--- src/rtl/bts_pkg.sv ---
package bts_pkg;

    typedef enum logic [1:0] {
        ST_IDLE = 2'd0,
        ST_WAIT = 2'd1,
        ST_TEST = 2'd2
    } bts_state_e;

    typedef struct packed {
        bts_state_e state;
        logic       pwrup;
    } bts_fsm_t;

    typedef struct packed {
        logic warn;
        logic armed;
    } bts_warn_t;

endpackage

--- src/rtl/bts_interval_cnt.sv ---
module bts_interval_cnt #(
    parameter int W = 8
) (
    input  logic         clk_i,
    input  logic         rst_ni,
    input  logic         clr_i,
    input  logic         inc_i,
    input  logic [W-1:0] limit_i,
    output logic         hit_o
);

    logic [W-1:0] cnt_d, cnt_q;
    logic         at_end;

    always_comb begin
        at_end = (cnt_q == limit_i - W'(1));
        hit_o  = !clr_i && inc_i && at_end;
        cnt_d  = cnt_q;
        if (clr_i) begin
            cnt_d = '0;
        end else if (inc_i) begin
            cnt_d = at_end ? '0 : cnt_q + W'(1);
        end
    end

    always_ff @(posedge clk_i or negedge rst_ni) begin
        if (!rst_ni) cnt_q <= '0;
        else         cnt_q <= cnt_d;
    end

    // a running count never passes the active limit
    p_cnt_in_range_r4: assert property (@(posedge clk_i) disable iff (!rst_ni)
        (!clr_i && inc_i) |-> (cnt_q < limit_i));

endmodule

--- src/rtl/bts_warn_latch.sv ---
module bts_warn_latch #(
    parameter int DETACH_TICKS = 1,
    localparam int DW = (DETACH_TICKS < 2) ? 1 : $clog2(DETACH_TICKS + 1)
) (
    input  logic clk_i,
    input  logic rst_ni,
    input  logic tick_i,
    input  logic present_i,
    input  logic test_done_i,
    input  logic pass_i,
    input  logic pwrup_i,
    output logic warn_o
);
    import bts_pkg::*;

    bts_warn_t d, q;
    logic      det_clr, det_hit;

    assign det_clr = present_i || !q.warn;

    bts_interval_cnt #(.W(DW)) detach_cnt_i (
        .clk_i   (clk_i),
        .rst_ni  (rst_ni),
        .clr_i   (det_clr),
        .inc_i   (tick_i),
        .limit_i (DW'(DETACH_TICKS)),
        .hit_o   (det_hit)
    );

    always_comb begin
        d = q;
        if (test_done_i) begin
            if (pass_i) d.warn = q.warn && !q.armed && !pwrup_i;
            else        d.warn = 1'b1;
        end
        d.armed = d.warn && !(test_done_i && !pass_i) && (q.armed || det_hit);
    end

    always_ff @(posedge clk_i or negedge rst_ni) begin
        if (!rst_ni) q <= '0;
        else         q <= d;
    end

    assign warn_o = q.warn;

    // a failed window sets the warning
    p_fail_sets_r5: assert property (@(posedge clk_i) disable iff (!rst_ni)
        (test_done_i && !pass_i) |=> warn_o);
    // the warning only moves when a window closes
    p_hold_r9: assert property (@(posedge clk_i) disable iff (!rst_ni)
        !test_done_i |=> $stable(warn_o));
    // without a long detach a scheduled pass keeps the warning
    p_clear_needs_detach_r7: assert property (@(posedge clk_i) disable iff (!rst_ni)
        (test_done_i && pass_i && !pwrup_i && !q.armed) |=> $stable(warn_o));

endmodule

--- src/rtl/bts_sched_fsm.sv ---
module bts_sched_fsm #(
    parameter int NORMAL_TICKS = 86400,
    parameter int WARN_TICKS   = 5,
    parameter int LOAD_TICKS   = 1,
    parameter int CW           = 17
) (
    input  logic          clk_i,
    input  logic          rst_ni,
    input  logic          en_i,
    input  logic          tick_i,
    input  logic          warn_i,
    input  logic          hit_i,
    output logic          cnt_clr_o,
    output logic [CW-1:0] limit_o,
    output logic          test_done_o,
    output logic          pwrup_o,
    output logic [1:0]    state_o
);
    import bts_pkg::*;

    bts_fsm_t d, q;

    always_comb begin
        d           = q;
        test_done_o = 1'b0;
        cnt_clr_o   = !en_i || (q.state == ST_IDLE);
        unique case (q.state)
            ST_IDLE: if (en_i) begin
                d.state = ST_TEST;
                d.pwrup = 1'b1;
            end
            ST_WAIT: if (hit_i) d.state = ST_TEST;
            ST_TEST: if (hit_i) begin
                d.state     = ST_WAIT;
                d.pwrup     = 1'b0;
                test_done_o = 1'b1;
            end
            default: d.state = ST_IDLE;
        endcase
        if (!en_i) begin
            d.state = ST_IDLE;
            d.pwrup = 1'b0;
        end
    end

    always_comb begin
        if (q.state == ST_TEST) limit_o = CW'(LOAD_TICKS);
        else if (warn_i)        limit_o = CW'(WARN_TICKS);
        else                    limit_o = CW'(NORMAL_TICKS);
    end

    always_ff @(posedge clk_i or negedge rst_ni) begin
        if (!rst_ni) q <= '{state: ST_IDLE, pwrup: 1'b0};
        else         q <= d;
    end

    assign pwrup_o = q.pwrup;
    assign state_o = q.state;

    // power-up test starts the cycle after enable while idle
    p_powerup_test_r3: assert property (@(posedge clk_i) disable iff (!rst_ni)
        (q.state == ST_IDLE && en_i) |=> (q.state == ST_TEST));
    // a wait only ends on a tick
    p_wait_needs_tick_r4: assert property (@(posedge clk_i) disable iff (!rst_ni)
        (q.state == ST_WAIT && !tick_i) |=> (q.state != ST_TEST));

endmodule

--- src/rtl/batt_test_sched.sv ---
module batt_test_sched #(
    parameter int NORMAL_TICKS = 86400,
    parameter int WARN_TICKS   = 5,
    parameter int LOAD_TICKS   = 1,
    parameter int DETACH_TICKS = 1
) (
    input  logic       clk_i,
    input  logic       rst_ni,
    input  logic       tick_i,
    input  logic       pwr_good_i,
    input  logic       recov_done_i,
    input  logic       batt_ok_i,
    input  logic       batt_present_i,
    output logic       load_en_o,
    output logic       warn_drive_low_o,
    output logic [1:0] state_o
);
    import bts_pkg::*;

    localparam int MAX_A = (NORMAL_TICKS > WARN_TICKS) ? NORMAL_TICKS : WARN_TICKS;
    localparam int MAX_T = (MAX_A > LOAD_TICKS) ? MAX_A : LOAD_TICKS;
    localparam int CW    = $clog2(MAX_T + 1);

    logic          en, cnt_clr, hit, test_done, pwrup, warn;
    logic [CW-1:0] limit;

    assign en = pwr_good_i && recov_done_i;

    bts_interval_cnt #(.W(CW)) period_cnt_i (
        .clk_i   (clk_i),
        .rst_ni  (rst_ni),
        .clr_i   (cnt_clr),
        .inc_i   (tick_i),
        .limit_i (limit),
        .hit_o   (hit)
    );

    bts_sched_fsm #(
        .NORMAL_TICKS (NORMAL_TICKS),
        .WARN_TICKS   (WARN_TICKS),
        .LOAD_TICKS   (LOAD_TICKS),
        .CW           (CW)
    ) fsm_i (
        .clk_i       (clk_i),
        .rst_ni      (rst_ni),
        .en_i        (en),
        .tick_i      (tick_i),
        .warn_i      (warn),
        .hit_i       (hit),
        .cnt_clr_o   (cnt_clr),
        .limit_o     (limit),
        .test_done_o (test_done),
        .pwrup_o     (pwrup),
        .state_o     (state_o)
    );

    bts_warn_latch #(.DETACH_TICKS(DETACH_TICKS)) warn_i (
        .clk_i       (clk_i),
        .rst_ni      (rst_ni),
        .tick_i      (tick_i),
        .present_i   (batt_present_i),
        .test_done_i (test_done),
        .pass_i      (batt_ok_i),
        .pwrup_i     (pwrup),
        .warn_o      (warn)
    );

    assign load_en_o        = (state_o == 2'd2);
    assign warn_drive_low_o = warn;

    // loss of power or recovery forces idle on the next cycle
    p_idle_when_down_r2: assert property (@(posedge clk_i) disable iff (!rst_ni)
        !en |=> (state_o == 2'd0 && !load_en_o));

endmodule

--- config.mk ---
export PLATFORM = sky130hd
export DESIGN_NAME = batt_test_sched
export DESIGN_NICKNAME = d
export VERILOG_FILES = /design/src/rtl/bts_pkg.sv /design/src/rtl/bts_interval_cnt.sv /design/src/rtl/bts_warn_latch.sv /design/src/rtl/bts_sched_fsm.sv /design/src/rtl/batt_test_sched.sv
export SDC_FILE = /design/constraint.sdc
export NUM_CORES = 1
export LEC_CHECK = 0
export ABC_CLOCK_PERIOD_IN_PS = 2700
export BUFFER_PORTS_ARGS = -buffer_cell sky130_fd_sc_hd__buf_2
export CORE_MARGIN = 2
export CORE_UTILIZATION = 60
export CTS_BUF_LIST = sky130_fd_sc_hd__clkbuf_4 sky130_fd_sc_hd__clkbuf_8 sky130_fd_sc_hd__clkbuf_16
export DETAILED_ROUTE_END_ITERATION = 8
export MAX_ROUTING_LAYER = met4
export PLACE_DENSITY = 0.91
export SYNTH_ARGS = -nofsm -noshare
export SYNTH_HDL_FRONTEND = slang
export SYNTH_SLANG_ARGS = --single-unit
export TNS_END_PERCENT = 20
--- constraint.sdc ---
create_clock -name clk_i -period 2.7 [get_ports clk_i]
set_input_delay 0.54 -clock clk_i [delete_from_list [all_inputs] [get_ports clk_i]]
set_output_delay 0.54 -clock clk_i [all_outputs]
set_load 0.01 [all_outputs]
# After elaboration in Yosys (flattened, before gate mapping)

Cells that the tools add are included.

Register bits after elaboration: 23
Bits in writable memories: 0
Bits in latches: 0
ROM bits: 0
Memories kept: 0
Logic and storage cells: 59

Shift-type cells: 0
Add/subtract/negate cells: 3
Reductions and logical operators: 26
Divide/modulo/power cells: 0
Multiplexer cells: 17
Multipliers: 0
Eq/ne operators: 6
Bitwise logic cells: 1
Magnitude comparators: 0

Operators by type and width:

| operator                                                               | number |
|---|---|
| 17-bit 2-to-1 mux                                                      | 5 |
| 17-bit by 1-bit adder with 17-bit output (second input constant)       | 1 |
| 17-bit equality test                                                   | 1 |
| 17-bit by 1-bit subtractor with 17-bit output (second input constant)  | 1 |
| 1-bit logical AND                                                      | 10 |
| 3-bit inequality test (second input constant)                          | 3 |
| 1-bit zero test                                                        | 8 |
| 1-bit 2-to-1 mux                                                       | 7 |
| 3-bit 2-to-1 mux                                                       | 2 |
| 2-bit case mux with 3 select lines                                     | 1 |
| 2-bit AND reduction                                                    | 2 |
| 2-bit nonzero test                                                     | 2 |
| 1-bit logical OR                                                       | 3 |
| 2-bit by 1-bit equality test with 1-bit output (second input constant) | 1 |
| 2-bit equality test (second input constant)                            | 1 |
| 2-bit zero test                                                        | 1 |
| 2-bit 2-to-1 mux                                                       | 1 |
| 1-bit case mux with 2 select lines                                     | 1 |
| 1-bit adder (second input constant)                                    | 1 |
| 1-bit NOT                                                              | 1 |

# Logic depth before layout (Yosys ltp)

Gate-level depths: netlist (run 1).

Depth in word-level cells: 12
Depth in mapped cells: 8
Gate-level depth less buffers: 7

# Modules after synthesis

From an unflattened synthesis (run 1), not the netlist that was laid out.

Cell total of the unflattened synthesis: 225
Area, all modules: 2,004.4 um^2

By module, submodules not included:

| module                                  | cells each | area an instance (um^2) | sequential area each (um^2) | instances |
|---|---|---|---|---|
| bts_interval_cnt at period_cnt_i        | 174        | 1,540.2                 | 425.4                       | 1 |
| bts_sched_fsm                           | 32         | 279.0                   | 75.1                        | 1 |
| bts_warn_latch                          | 10         | 96.3                    | 50.0                        | 1 |
| bts_interval_cnt at warn_i.detach_cnt_i | 7          | 68.8                    | 25.0                        | 1 |
| batt_test_sched                         | 2          | 20.0                    | 0.0                         | 1 |

# Worst setup path after synthesis (run 1)

OpenSTA, ideal clock, no wires.

Path type: reg-to-reg
Start: register period_cnt_i.cnt_q[4]
End: register period_cnt_i.cnt_q[1]
Clock period less this slack: 1.695 ns
Setup slack: 1.005 ns
Arrival: 1.574 ns
Cell stages (with the launch flop): 8
Cell sequence: dfrtp_1 > buf_6 > nor4_1 > o2111ai_2 > o41ai_4 > a21oi_4 > buf_6 > a22o_1

Word-level cells in the longest chain between the ends: 4

Ends and longest elaborated chain:

| item                   | RTL line               | source |
|---|---|---|
| from (decl)            | bts_interval_cnt.sv:12 | `logic [W-1:0] cnt_d, cnt_q;` |
| from (signal assigned) | bts_interval_cnt.sv:28 | `else cnt_q <= cnt_d;` |
| 17-bit equality test   | bts_interval_cnt.sv:16 | `at_end = (cnt_q == limit_i - W'(1));` |
| 17-bit 2-to-1 mux      | bts_interval_cnt.sv:22 | `cnt_d = at_end ? '0 : cnt_q + W'(1);` |
| 17-bit 2-to-1 mux      | bts_interval_cnt.sv:21 | `end else if (inc_i) begin` |
| 17-bit 2-to-1 mux      | bts_interval_cnt.sv:19 | `if (clr_i) begin` |

No other way between the ends. The select of a mux whose other input is x is not followed.
A chain may end at the register's enable or synchronous reset.

# Final worst setup path (run 1)

Start: register fsm_i.q, in the netlist fsm_i.state_o[1]
End: register period_cnt_i.cnt_q[7]

Word-level cells in the longest chain between the ends: 7

Ends and longest elaborated chain:

| item                                          | RTL line               | source |
|---|---|---|
| from (decl)                                   | bts_sched_fsm.sv:21    | `bts_fsm_t d, q;` |
| from (signal assigned)                        | bts_sched_fsm.sv:53    | `if (!rst_ni) q <= '{state: ST_IDLE, pwrup: 1'b0};` |
| 2-bit equality test                           | bts_sched_fsm.sv:47    | `if (q.state == ST_TEST) limit_o = CW'(LOAD_TICKS);` |
| 17-bit 2-to-1 mux                             | bts_sched_fsm.sv:47    |  |
| 17-bit by 1-bit subtractor with 17-bit output | bts_interval_cnt.sv:16 |  |
| 17-bit equality test                          | bts_interval_cnt.sv:16 |  |
| 17-bit 2-to-1 mux                             | bts_interval_cnt.sv:22 |  |
| 17-bit 2-to-1 mux                             | bts_interval_cnt.sv:21 |  |
| 17-bit 2-to-1 mux                             | bts_interval_cnt.sv:19 |  |

Several ways; a longest one is shown, not always the timed one. The select of a mux whose other input is x is not followed.

==> results of run 1 <==
routing by layer:
metal,routed length (um),vias to the layer above,GRT usage [%]
met4,107,0,13.2
li1,-,600,-
met1,1280,590,30.6
met5,0,-,-
met2,1410,81,40.4
met3,199,18,2.59
through the flow:
stage               setup slack (ns)  power [mW]  instances  cell area [sq um]  hold slack, ns
finish                         0.810       0.567        194               1440           0.171
global route                   0.681       0.586        194               1440           0.208
CTS                            0.828       0.571        194               1440           0.186
detailed placement             0.666       0.389        190               1400           0.517
global placement               0.732       0.387        190               1400           0.511
floorplan                       1.00       0.370        159               1370           0.244
power by group through the flow:
stage / clock (mW) / combinational (mW) / sequential, mW
after detailed placement: 0 / 0.0456 / 0.344
after global routing: 0.198 / 0.0502 / 0.338
after global placement: 0 / 0.0438 / 0.344
final: 0.184 / 0.0454 / 0.337
after CTS: 0.188 / 0.0457 / 0.337
after floorplan: 0 / 0.0260 / 0.344
area by class of cell:
cell class	instances	area, sq um
Fill cell	158	754
Multi-Input combinational cell	124	736
Sequential cell	22	551
Timing Repair Buffer	11	57.6
Clock buffer	4	36.3
Tap cell	28	35.0
Inverter	5	21.3
cells in the mapped netlist:
| master | n |
|---|---|
| nand3_1 | 25 |
| nor4_1 | 3 |
| a22o_1 | 1 |
| o31ai_1 | 2 |
| o2111ai_1 | 2 |
| or3_1 | 7 |
| inv_1 | 3 |
| o22ai_1 | 1 |
| a31oi_1 | 6 |
| or2_2 | 1 |
| o41ai_1 | 1 |
| inv_4 | 1 |
| clkbuf_1 | 3 |
| a21oi_4 | 1 |
| xor2_1 | 2 |
| and3_1 | 3 |
| dfrtp_1 | 22 |
| nor2_2 | 2 |
| a21oi_1 | 8 |
| and4_1 | 1 |
| nor3_1 | 6 |
| nand2b_4 | 1 |
| nor2_1 | 9 |
| nand2_1 | 22 |
| buf_4 | 2 |
| o2111ai_2 | 1 |
| o21ai_0 | 6 |
| o311ai_2 | 1 |
| and3_2 | 1 |
| nor2b_1 | 1 |
| o41ai_4 | 1 |
| nor4b_1 | 1 |
| mux2i_1 | 1 |
| ha_1 | 1 |
| inv_2 | 1 |
| buf_6 | 3 |
| nor3b_1 | 2 |
| nand4_1 | 4 |
cell families (layout without fill, tap and decap cells):
kind of cell	Yosys count	in the layout
fa+ha+maj	1	1
buf+inv	13	20
mux	1	1
xor+xnor	2	2
compound gates	31	31
simple gates	89	89
flops	22	22
flip-flops by register name, indices dropped and copies added (netlist names):
name / flops
warn_i.warn_o: 1
fsm_i.pwrup_o: 1
period_cnt_i.cnt_q: 17
warn_i.q: 1
fsm_i.state_o: 2
critical path, stage by stage, from the launching register on:
cell and delay (ns):
dfrtp_1 0.50, o2111ai_1 0.46, a21oi_4 0.49, inv_2 0.10
o311ai_2 0.25
final timing paths:
path / depth (start not counted) / startpoint / to
worst max-delay path: 4 / fsm_i.state_o[1] / period_cnt_i.cnt_q[7]
worst min-delay path: 1 / rst_ni / fsm_i.state_o[0]
worst max register to register: 4 / fsm_i.state_o[1] / period_cnt_i.cnt_q[7]
worst min register to register: 1 / period_cnt_i.cnt_q[14] / period_cnt_i.cnt_q[14]
max in group asynchronous: 1 / rst_ni / period_cnt_i.cnt_q[4]
min in group clk_i: 2 / batt_ok_i / warn_i.warn_o
==> impl_metrics.py, run 1 <==
metrics = {
    "global_route": {
        "grt.total_usage_pct": 24.8,
        "grt_pass1_wl_um": 4770,
        "grt_max_degree": 23,
        "antenna_found_initial": 0,
        "overflow": 0,
        "grt_pass1_vias": 1112,
    },
    "logic_synthesis": {
        "synthCells": 159,
        "syn-mean-instance-area_sq_um": 8.60,
        "yosysTopAreaCell": "dfrtp_1",
        "yosysSeqAreaShare_pct": 40.3,
        "synth_cell_types": 38,
        "synth-simple-area-share_pct": 33.4,
        "synth_top_family_by_area": "simple AND/OR/NAND/NOR gates",
        "netlist_top_cells_area": "dfrtp_1 (40%), nand3_1 (9.1%), nand2_1 (6.0%)",
        "syn_nets": 167,
        "synth_top_area_share_pct": 40.3,
        "ys_seq_elements": 22,
        "netlist_area_sq_um": 1370,
        "synth_compound_area_share_pct": 17.5,
        "synth-xor-area-share_pct": 1.28,
        "muxShareOfSynthArea_pct": 0.732,
        "yosys_warnings": 0,
        "synth_fa_ha_area_share_pct": 0.915,
    },
    "worst_setup_path": {
        "worst_ep_arrival_time_ns": 2.11,
        "required_ns": 2.92,
        "rrSetupSlack_ns": 0.81,
        "cp-start-kind": "register",
        "crit_path_max_fanout": 15,
        "critical_path_class": "reg -> reg",
        "end_kind": "register",
    },
    "power_and_ir_drop": {
        "powerDensity_nw_per_um2": 395,
        "peakVddDrop_uv": 234,
        "p_leak_nw": 0.613,
        "switching_share_pct": 24.0,
        "p_sw_mw": 0.136,
        "pwr-share-seq_pct": 59.5,
        "internal_power_mw": 0.431,
        "clkPwrFrac_pct": 32.5,
        "combPwrFrac_pct": 8.0,
    },
    "cts": {
        "clk_pin_slew_ns": 0.13,
        "insertion_delay_ns": 0.31,
        "cts_tree": "done",
        "post-cts-setup-buffers": 0,
        "cts.sinks": 22,
        "cts_htree_levels": 1,
        "ctsResizeCount": 0,
        "cts_buffers": 3,
        "root_buffer": "clkbuf_4",
        "ctsLongestPathBuffers": 2,
        "cts_hold_buf": 0,
    },
    "routing": {
        "drt_wl_total_um": 2990,
        "drc": 0,
        "vias": 1289,
        "drt_iter0_drc": 83,
        "ant_nets": 0,
        "vias_per_cell": 6.64,
        "firstDrtPassIters": 4,
        "wl_per_cell_um": 15.4,
    },
    "floorplan": {
        "ioPinCount": 11,
        "die_area_sq_um": 2680,
        "core_sq_um": 2190,
        "row_count": 17,
        "start_util_pct": 62.4,
        "die_h_um": 51.7,
        "die_w_um": 51.7,
    },
    "final_layout": {
        "antenna-diode-count": 0,
        "postLayoutCoreUtil_pct": 65.6,
        "layout.cells.most_common": "nand3_1",
        "layout_common_cells": "nand3_1 (25), nand2_1 (22), dfrtp_1 (22)",
        "drive_gt1_share_pct": 15.7,
        "fin_nets": 175,
        "syn2layout_area_growth_pct": 5.03,
    },
    "min_path": {
        "hold_class": "in -> async",
    },
    "sta": {
        "setup_tns_ns": 0,
        "setup-violations-final": 0,
        "worst_slew_pin_slew_ns": 0.837,
        "fmax_mhz": 529,
        "period_minus_slack_ns": 1.89,
        "rsz0062_at_grt": "no",
        "relSlewSlack_pct": 44.1,
        "fin_worst_skew_ns": 0.00654,
        "finalHoldViolations": 0,
        "period_share_pct": 70.0,
        "slew_viol_final": 0,
    },
    "placed_design": {
        "dp_hpwl_um": 2130,
        "port_buffers": 10,
        "gp_congestion": 0.895,
    },
    "status": {
        "status": "completed",
    },
    "flow_run": {
        "cap_violations": 0,
    },
}
Power figures use the tool's default switching activity.
==> inputs of run 2 (changes only) <==
--- a/config.mk
+++ b/config.mk
@@ -5,14 +5,14 @@
 export SDC_FILE = /design/constraint.sdc
 export NUM_CORES = 1
 export LEC_CHECK = 0
-export ABC_CLOCK_PERIOD_IN_PS = 2700
+export ABC_CLOCK_PERIOD_IN_PS = 1700
 export BUFFER_PORTS_ARGS = -buffer_cell sky130_fd_sc_hd__buf_2
 export CORE_MARGIN = 2
-export CORE_UTILIZATION = 60
+export CORE_UTILIZATION = 53
 export CTS_BUF_LIST = sky130_fd_sc_hd__clkbuf_4 sky130_fd_sc_hd__clkbuf_8 sky130_fd_sc_hd__clkbuf_16
 export DETAILED_ROUTE_END_ITERATION = 8
 export MAX_ROUTING_LAYER = met4
-export PLACE_DENSITY = 0.91
+export PLACE_DENSITY = 0.86
 export SYNTH_ARGS = -nofsm -noshare
 export SYNTH_HDL_FRONTEND = slang
 export SYNTH_SLANG_ARGS = --single-unit
==> constraint.sdc (replaced) <==
create_clock -name clk_i -period 1.7 [get_ports clk_i]
set_input_delay 0.34 -clock clk_i [delete_from_list [all_inputs] [get_ports clk_i]]
set_output_delay 0.34 -clock clk_i [all_outputs]
set_load 0.01 [all_outputs]
==> run 2 against run 1 <==
- the flow now finishes with violations (setup timing)
- sequential power rose by 59%
- wire length rose by 23%
- cell count rose by 19%
- die area rose by 12%
- critical path type unchanged
- largest cell class unchanged
==> impl_metrics.py, run 2 (synthesis gave the netlist of run 1 again) <==
metrics = {
    "status": {
        "violations": "setup timing",
        "status": "finished with violations",
    },
    "final_layout": {
        "top_register": "period_cnt_i.cnt_q",
        "drive_gt1_share_pct": 37.0,
        "final_area_sq_um": 1780,
        "antenna-diode-count": 0,
        "layout_common_cells": "buf_4 (31), nand3_1 (24), nand2_1 (22)",
        "syn2layout_area_growth_pct": 29.9,
        "final_cells": 230,
        "largest_register_ffs": 17,
        "layout.cells.most_common": "buf_4",
        "fin_nets": 209,
        "postLayoutCoreUtil_pct": 72.4,
    },
    "floorplan": {
        "core_sq_um": 2450,
        "ioPinCount": 11,
        "die_h_um": 54.8,
        "die_area_sq_um": 3000,
        "row_count": 18,
        "die_w_um": 54.8,
        "start_util_pct": 55.7,
    },
    "routing": {
        "vias_per_cell": 6.34,
        "firstDrtPassIters": 4,
        "wl_per_cell_um": 16.1,
        "ant_nets": 0,
        "wl_met1_um": 1520,
        "met2WireLength_um": 1900,
        "drt_wl_total_um": 3700,
        "drc": 0,
        "vias": 1458,
        "drt_iter0_drc": 66,
        "highest_layer": "met4",
        "dr_wl_met3_um": 220,
    },
    "cts": {
        "insertion_delay_ns": 0.31,
        "cts_htree_levels": 1,
        "cts_buffers": 3,
        "ctsLongestPathBuffers": 2,
        "root_buffer": "clkbuf_4",
        "clk_pin_slew_ns": 0.13,
        "cts.sinks": 22,
        "cts_tree": "done",
    },
    "sta": {
        "period_share_pct": 104,
        "fin_worst_skew_ns": 0.00842,
        "period_minus_slack_ns": 1.77,
        "fmax_mhz": 563,
        "setup-violations-final": 12,
        "worst_slew_pin_slew_ns": 0.490,
        "relSlewSlack_pct": 67.3,
        "finalHoldViolations": 0,
        "slew_viol_final": 0,
        "rsz0062_at_grt": "yes",
        "worst_slack_ns": -0.0749,
    },
    "min_path": {
        "hold_depth": 2,
        "min_from": "batt_ok_i",
        "hold_class": "in -> reg",
    },
    "global_route": {
        "antenna_found_initial": 0,
        "grt_pass1_vias": 1349,
        "grt_max_degree": 23,
        "grt.total_usage_pct": 27.5,
        "grt_pass1_wl_um": 5760,
        "overflow": 0,
    },
    "worst_setup_path": {
        "critPathTopFamily": "compound AO/OA/AOI/OAI gates",
        "critical_path.reg2reg.startpoint": "period_cnt_i.cnt_q[8]",
        "cpPeakStageDelay_ns": 0.44,
        "crit_cells": 7,
        "rr_worst_depth": 7,
        "crit_path_max_fanout": 7,
        "end_kind": "register",
        "cp-start-kind": "register",
        "slowest_stage": "dfrtp_2",
        "path_cells": "nand4_1 > o41ai_4 > buf_4 > a21oi_4 > buf_4 > nand3_1 > nand3_1",
        "startpoint": "period_cnt_i.cnt_q[8]",
        "worst_ep_arrival_time_ns": 1.98,
        "critical_path_class": "reg -> reg",
        "crit_buf_inv": 2,
        "required_ns": 1.91,
    },
    "power_and_ir_drop": {
        "peakVddDrop_uv": 466,
        "power_mw": 0.936,
        "p_leak_nw": 0.787,
        "powerDensity_nw_per_um2": 527,
    },
    "flow_run": {
        "cap_violations": 0,
    },
    "placed_design": {
        "dp_hpwl_um": 2480,
        "placed_cell_area_sq_um": 1580,
        "preCtsSetupSlack_ns": -0.0900,
        "dpl.cell_count": 215,
        "gp_congestion": 0.873,
        "port_buffers": 10,
    },
}
## run 2: cell types whose count changed in the layout (fill, tap and decap cells not counted), moves of 2 or more
cell / change
buf_4: +30
dfrtp_1: -8
dfrtp_2: +8
o21ai_0: -4
o21ai_1: +4
and3_1: -2
buf_6: +2
## run 2: repair_timing
item	in CTS	in global routing
resized for setup	3	22
endpoints found under the hold margin	10	0
buffers inserted	2	7
cloned	0	1
hold buffers	1	0
endpoints found under the setup margin	9	20
pin swaps	1	11
## run 2: worst paths after layout
path,slack [ns],endpoint
worst max-delay path,-0.07,period_cnt_i.cnt_q[8]
worst min-delay path,0.24,warn_i.warn_o
worst max register to register,-0.07,period_cnt_i.cnt_q[8]
worst min register to register,0.57,period_cnt_i.cnt_q[10]
max in group asynchronous,0.82,fsm_i.state_o[1]
min in group asynchronous,0.50,warn_i.q[0]
## run 2: routing by layer
layer  up-vias  track usage, %
met5         -               -
met4         0            12.5
met3         6            3.55
met2        70            47.6
met1       708            31.5
li1        674               -
## run 2: power by group
part	total (mW)	internal [mW]	switching (mW)
clock	0.289	0.131	0.159
sequential	0.535	0.528	0.00667
combinational	0.112	0.0520	0.0597
## run 2: worst reg2reg max path: stages, from the launching register on
cell	delay, ns
dfrtp_2	0.44
nand4_1	0.23
o41ai_4	0.43
buf_4	0.18
a21oi_4	0.09
buf_4	0.17
nand3_1	0.07
nand3_1	0.07
## run 2: cell type report
cell class	instances	area, sq um
clock buffers	4	36.3
fillers	175	678
inverters	5	21.3
multi-input cells	125	806
flip-flops and latches	22	561
well taps	30	37.5
repair buffers	44	315
## run 2: through the flow
| stage | TNS [ns] | hold WS (ns) |
|---|---|---|
| global placement | 0 | 0.327 |
| finish | -0.464 | 0.243 |
| global route | -1.87 | 0.251 |
| detailed placement | -0.255 | 0.335 |
| floorplan | 0 | 0.0444 |
| CTS | -0.320 | 0.233 |
==> inputs of run 3 (changes only) <==
--- a/config.mk
+++ b/config.mk
@@ -7,12 +7,14 @@
 export LEC_CHECK = 0
 export ABC_CLOCK_PERIOD_IN_PS = 1700
 export BUFFER_PORTS_ARGS = -buffer_cell sky130_fd_sc_hd__buf_2
+export CELL_PAD_IN_SITES_DETAIL_PLACEMENT = 0
+export CELL_PAD_IN_SITES_GLOBAL_PLACEMENT = 1
 export CORE_MARGIN = 2
-export CORE_UTILIZATION = 53
+export CORE_UTILIZATION = 40
 export CTS_BUF_LIST = sky130_fd_sc_hd__clkbuf_4 sky130_fd_sc_hd__clkbuf_8 sky130_fd_sc_hd__clkbuf_16
 export DETAILED_ROUTE_END_ITERATION = 8
 export MAX_ROUTING_LAYER = met4
-export PLACE_DENSITY = 0.86
+export PLACE_DENSITY = 0.85
 export SYNTH_ARGS = -nofsm -noshare
 export SYNTH_HDL_FRONTEND = slang
 export SYNTH_SLANG_ARGS = --single-unit
==> run 3 against run 2 <==
- the run still ends with setup timing left
- wire length rose by 2.2%
- clock power rose by 4%
- total power rose by 2.6%
- sequential share of layout area fell by 1.5 points
- critical path type unchanged
- largest cell class unchanged
==> impl_metrics.py, run 3 (synthesis gave the netlist of run 1 again) <==
metrics = {
    "global_route": {
        "antenna_found_initial": 0,
        "grt_max_degree": 23,
        "grt_pass1_vias": 1360,
        "grt.total_usage_pct": 20.7,
        "overflow": 0,
        "grt_pass1_wl_um": 6370,
    },
    "floorplan": {
        "core_sq_um": 3310,
        "die_area_sq_um": 3900,
        "start_util_pct": 41.3,
        "row_count": 21,
        "die_h_um": 62.5,
        "die_w_um": 62.5,
        "ioPinCount": 11,
    },
    "worst_setup_path": {
        "cp-start-kind": "register",
        "rr_worst_depth": 8,
        "end_kind": "register",
        "worst_ep_arrival_time_ns": 2.02,
        "required_ns": 1.92,
        "rrSetupSlack_ns": -0.1,
        "critical_path_class": "reg -> reg",
        "crit_path_max_fanout": 6,
        "critical_path.reg2reg.startpoint": "period_cnt_i.cnt_q[3]",
        "r2r_end": "period_cnt_i.cnt_q[2]",
    },
    "status": {
        "violations": "setup timing",
        "status": "finished with violations",
    },
    "final_layout": {
        "largest_register_ffs": 17,
        "syn2layout_area_growth_pct": 35.8,
        "layout.cells.most_common": "buf_4",
        "antenna-diode-count": 0,
        "drive_gt1_share_pct": 40.2,
        "final_cells": 250,
        "layout_common_cells": "buf_4 (36), nand3_1 (24), nand2_1 (21)",
        "top_register": "period_cnt_i.cnt_q",
        "fillers": 301,
        "fin_nets": 213,
    },
    "placed_design": {
        "dpl.cell_count": 235,
        "dp_hpwl_um": 2590,
        "port_buffers": 10,
        "preCtsSetupSlack_ns": -0.186,
        "gp_congestion": 0.816,
    },
    "routing": {
        "vias": 1410,
        "wl_per_cell_um": 15.1,
        "drt_iter0_drc": 80,
        "ant_nets": 0,
        "drt_wl_total_um": 3780,
        "drc": 0,
        "firstDrtPassIters": 4,
        "vias_per_cell": 5.64,
    },
    "sta": {
        "setup-violations-final": 14,
        "finalHoldViolations": 0,
        "relSlewSlack_pct": 58.0,
        "rsz0062_at_grt": "yes",
        "slew_viol_final": 0,
        "worst_slack_ns": -0.0984,
        "period_share_pct": 106,
        "period_minus_slack_ns": 1.80,
        "fmax_mhz": 556,
        "fin_worst_skew_ns": 0.00326,
        "worst_slew_pin_slew_ns": 0.627,
    },
    "cts": {
        "insertion_delay_ns": 0.32,
        "cts_buffers": 3,
        "cts_htree_levels": 1,
        "ctsLongestPathBuffers": 2,
        "root_buffer": "clkbuf_4",
        "cts_tree": "done",
        "clk_pin_slew_ns": 0.13,
        "cts.sinks": 22,
    },
    "power_and_ir_drop": {
        "p_leak_nw": 0.808,
        "power_mw": 0.960,
        "peakVddDrop_uv": 355,
        "powerDensity_nw_per_um2": 517,
    },
    "min_path": {
        "hold_end": "warn_i.warn_o",
        "hold_class": "in -> reg",
        "min_from": "batt_ok_i",
        "hold_depth": 2,
    },
    "flow_run": {
        "cap_violations": 0,
    },
}
## run 3: cell count changes in the layout (fill, tap and decap cells not counted), moves of 2 or more
cell and change:
dfrtp_2 -2, a31oi_1 -2, buf_4 +5, nor3_2 +2
dfrtp_1 +2
## run 3: where the power goes
part / switching, mW / internal [mW] / total, mW
Clock: 0.171 / 0.131 / 0.302
Sequential: 0.00811 / 0.528 / 0.536
Combinational: 0.0635 / 0.0584 / 0.122
Total: 0.243 / 0.717 / 0.960
## run 3: what timing repair did
action / in CTS / in global routing
resized for setup: 5 / 24
endpoints found under the hold margin: 22 / 0
hold buffers: 1 / 0
pin swaps: 2 / 6
setup buffers: 6 / 3
setup endpoints to repair: 20 / 20
gates cloned: 1 / 0
## run 3: metal layers
metal  up-vias  wire (um)  track usage [%]  part of all wire [%]
met5         -          0                -                     0
met4         0         48             4.17                   1.3
met3         7        218             3.78                   5.8
met2        47       1890             34.0                    50
met1       678       1620             26.8                    43
li1        678          -                -                     -
## run 3: worst max path at each step
stage          slack [ns]             startpoint                      to  depth (start not counted)
2_1_floorplan       0.005  period_cnt_i.cnt_q[4]   period_cnt_i.cnt_q[1]                          7
3_3_place_gp        -0.05          warn_i.warn_o   period_cnt_i.cnt_q[7]                          6
3_5_place_dp        -0.19          warn_i.warn_o   period_cnt_i.cnt_q[7]                          6
4_1_cts             -0.09       fsm_i.state_o[0]  period_cnt_i.cnt_q[10]                          9
5_1_grt             -0.19  period_cnt_i.cnt_q[3]   period_cnt_i.cnt_q[2]                          8
6_report             -0.1  period_cnt_i.cnt_q[3]   period_cnt_i.cnt_q[2]                          8
## run 3: area by class of cell
cell class | count | area, sq um | share of cell area, %
inverters | 5 | 21.3 | 1.15
flip-flops and latches | 22 | 558 | 30.1
multi-input cells | 125 | 842 | 45.4
well taps | 46 | 57.6 | 3.10
clock buffers | 4 | 36.3 | 1.95
repair buffers | 48 | 342 | 18.4
## run 3: worst max-delay path, cell delays in order, from the launching register on
cell and delay [ns]:
dfrtp_1 0.44, and3_4 0.20, nand3_2 0.10, o41ai_4 0.32, buf_4 0.19, a21oi_4 0.09
buf_4 0.17, a21oi_2 0.11, mux2i_1 0.08
## run 3: metrics by stage
step                      hold WS, ns  util (%)  TNS (ns)  cell area [sq um]
after global placement          0.327      49.1    -0.262               1630
after CTS                       0.220      52.7    -0.729               1740
after detailed placement        0.341      49.1     -1.61               1630
after floorplan                0.0444         -         0               1370
final                           0.228      56.1    -0.571               1860
after global routing            0.231      56.1     -2.39               1860
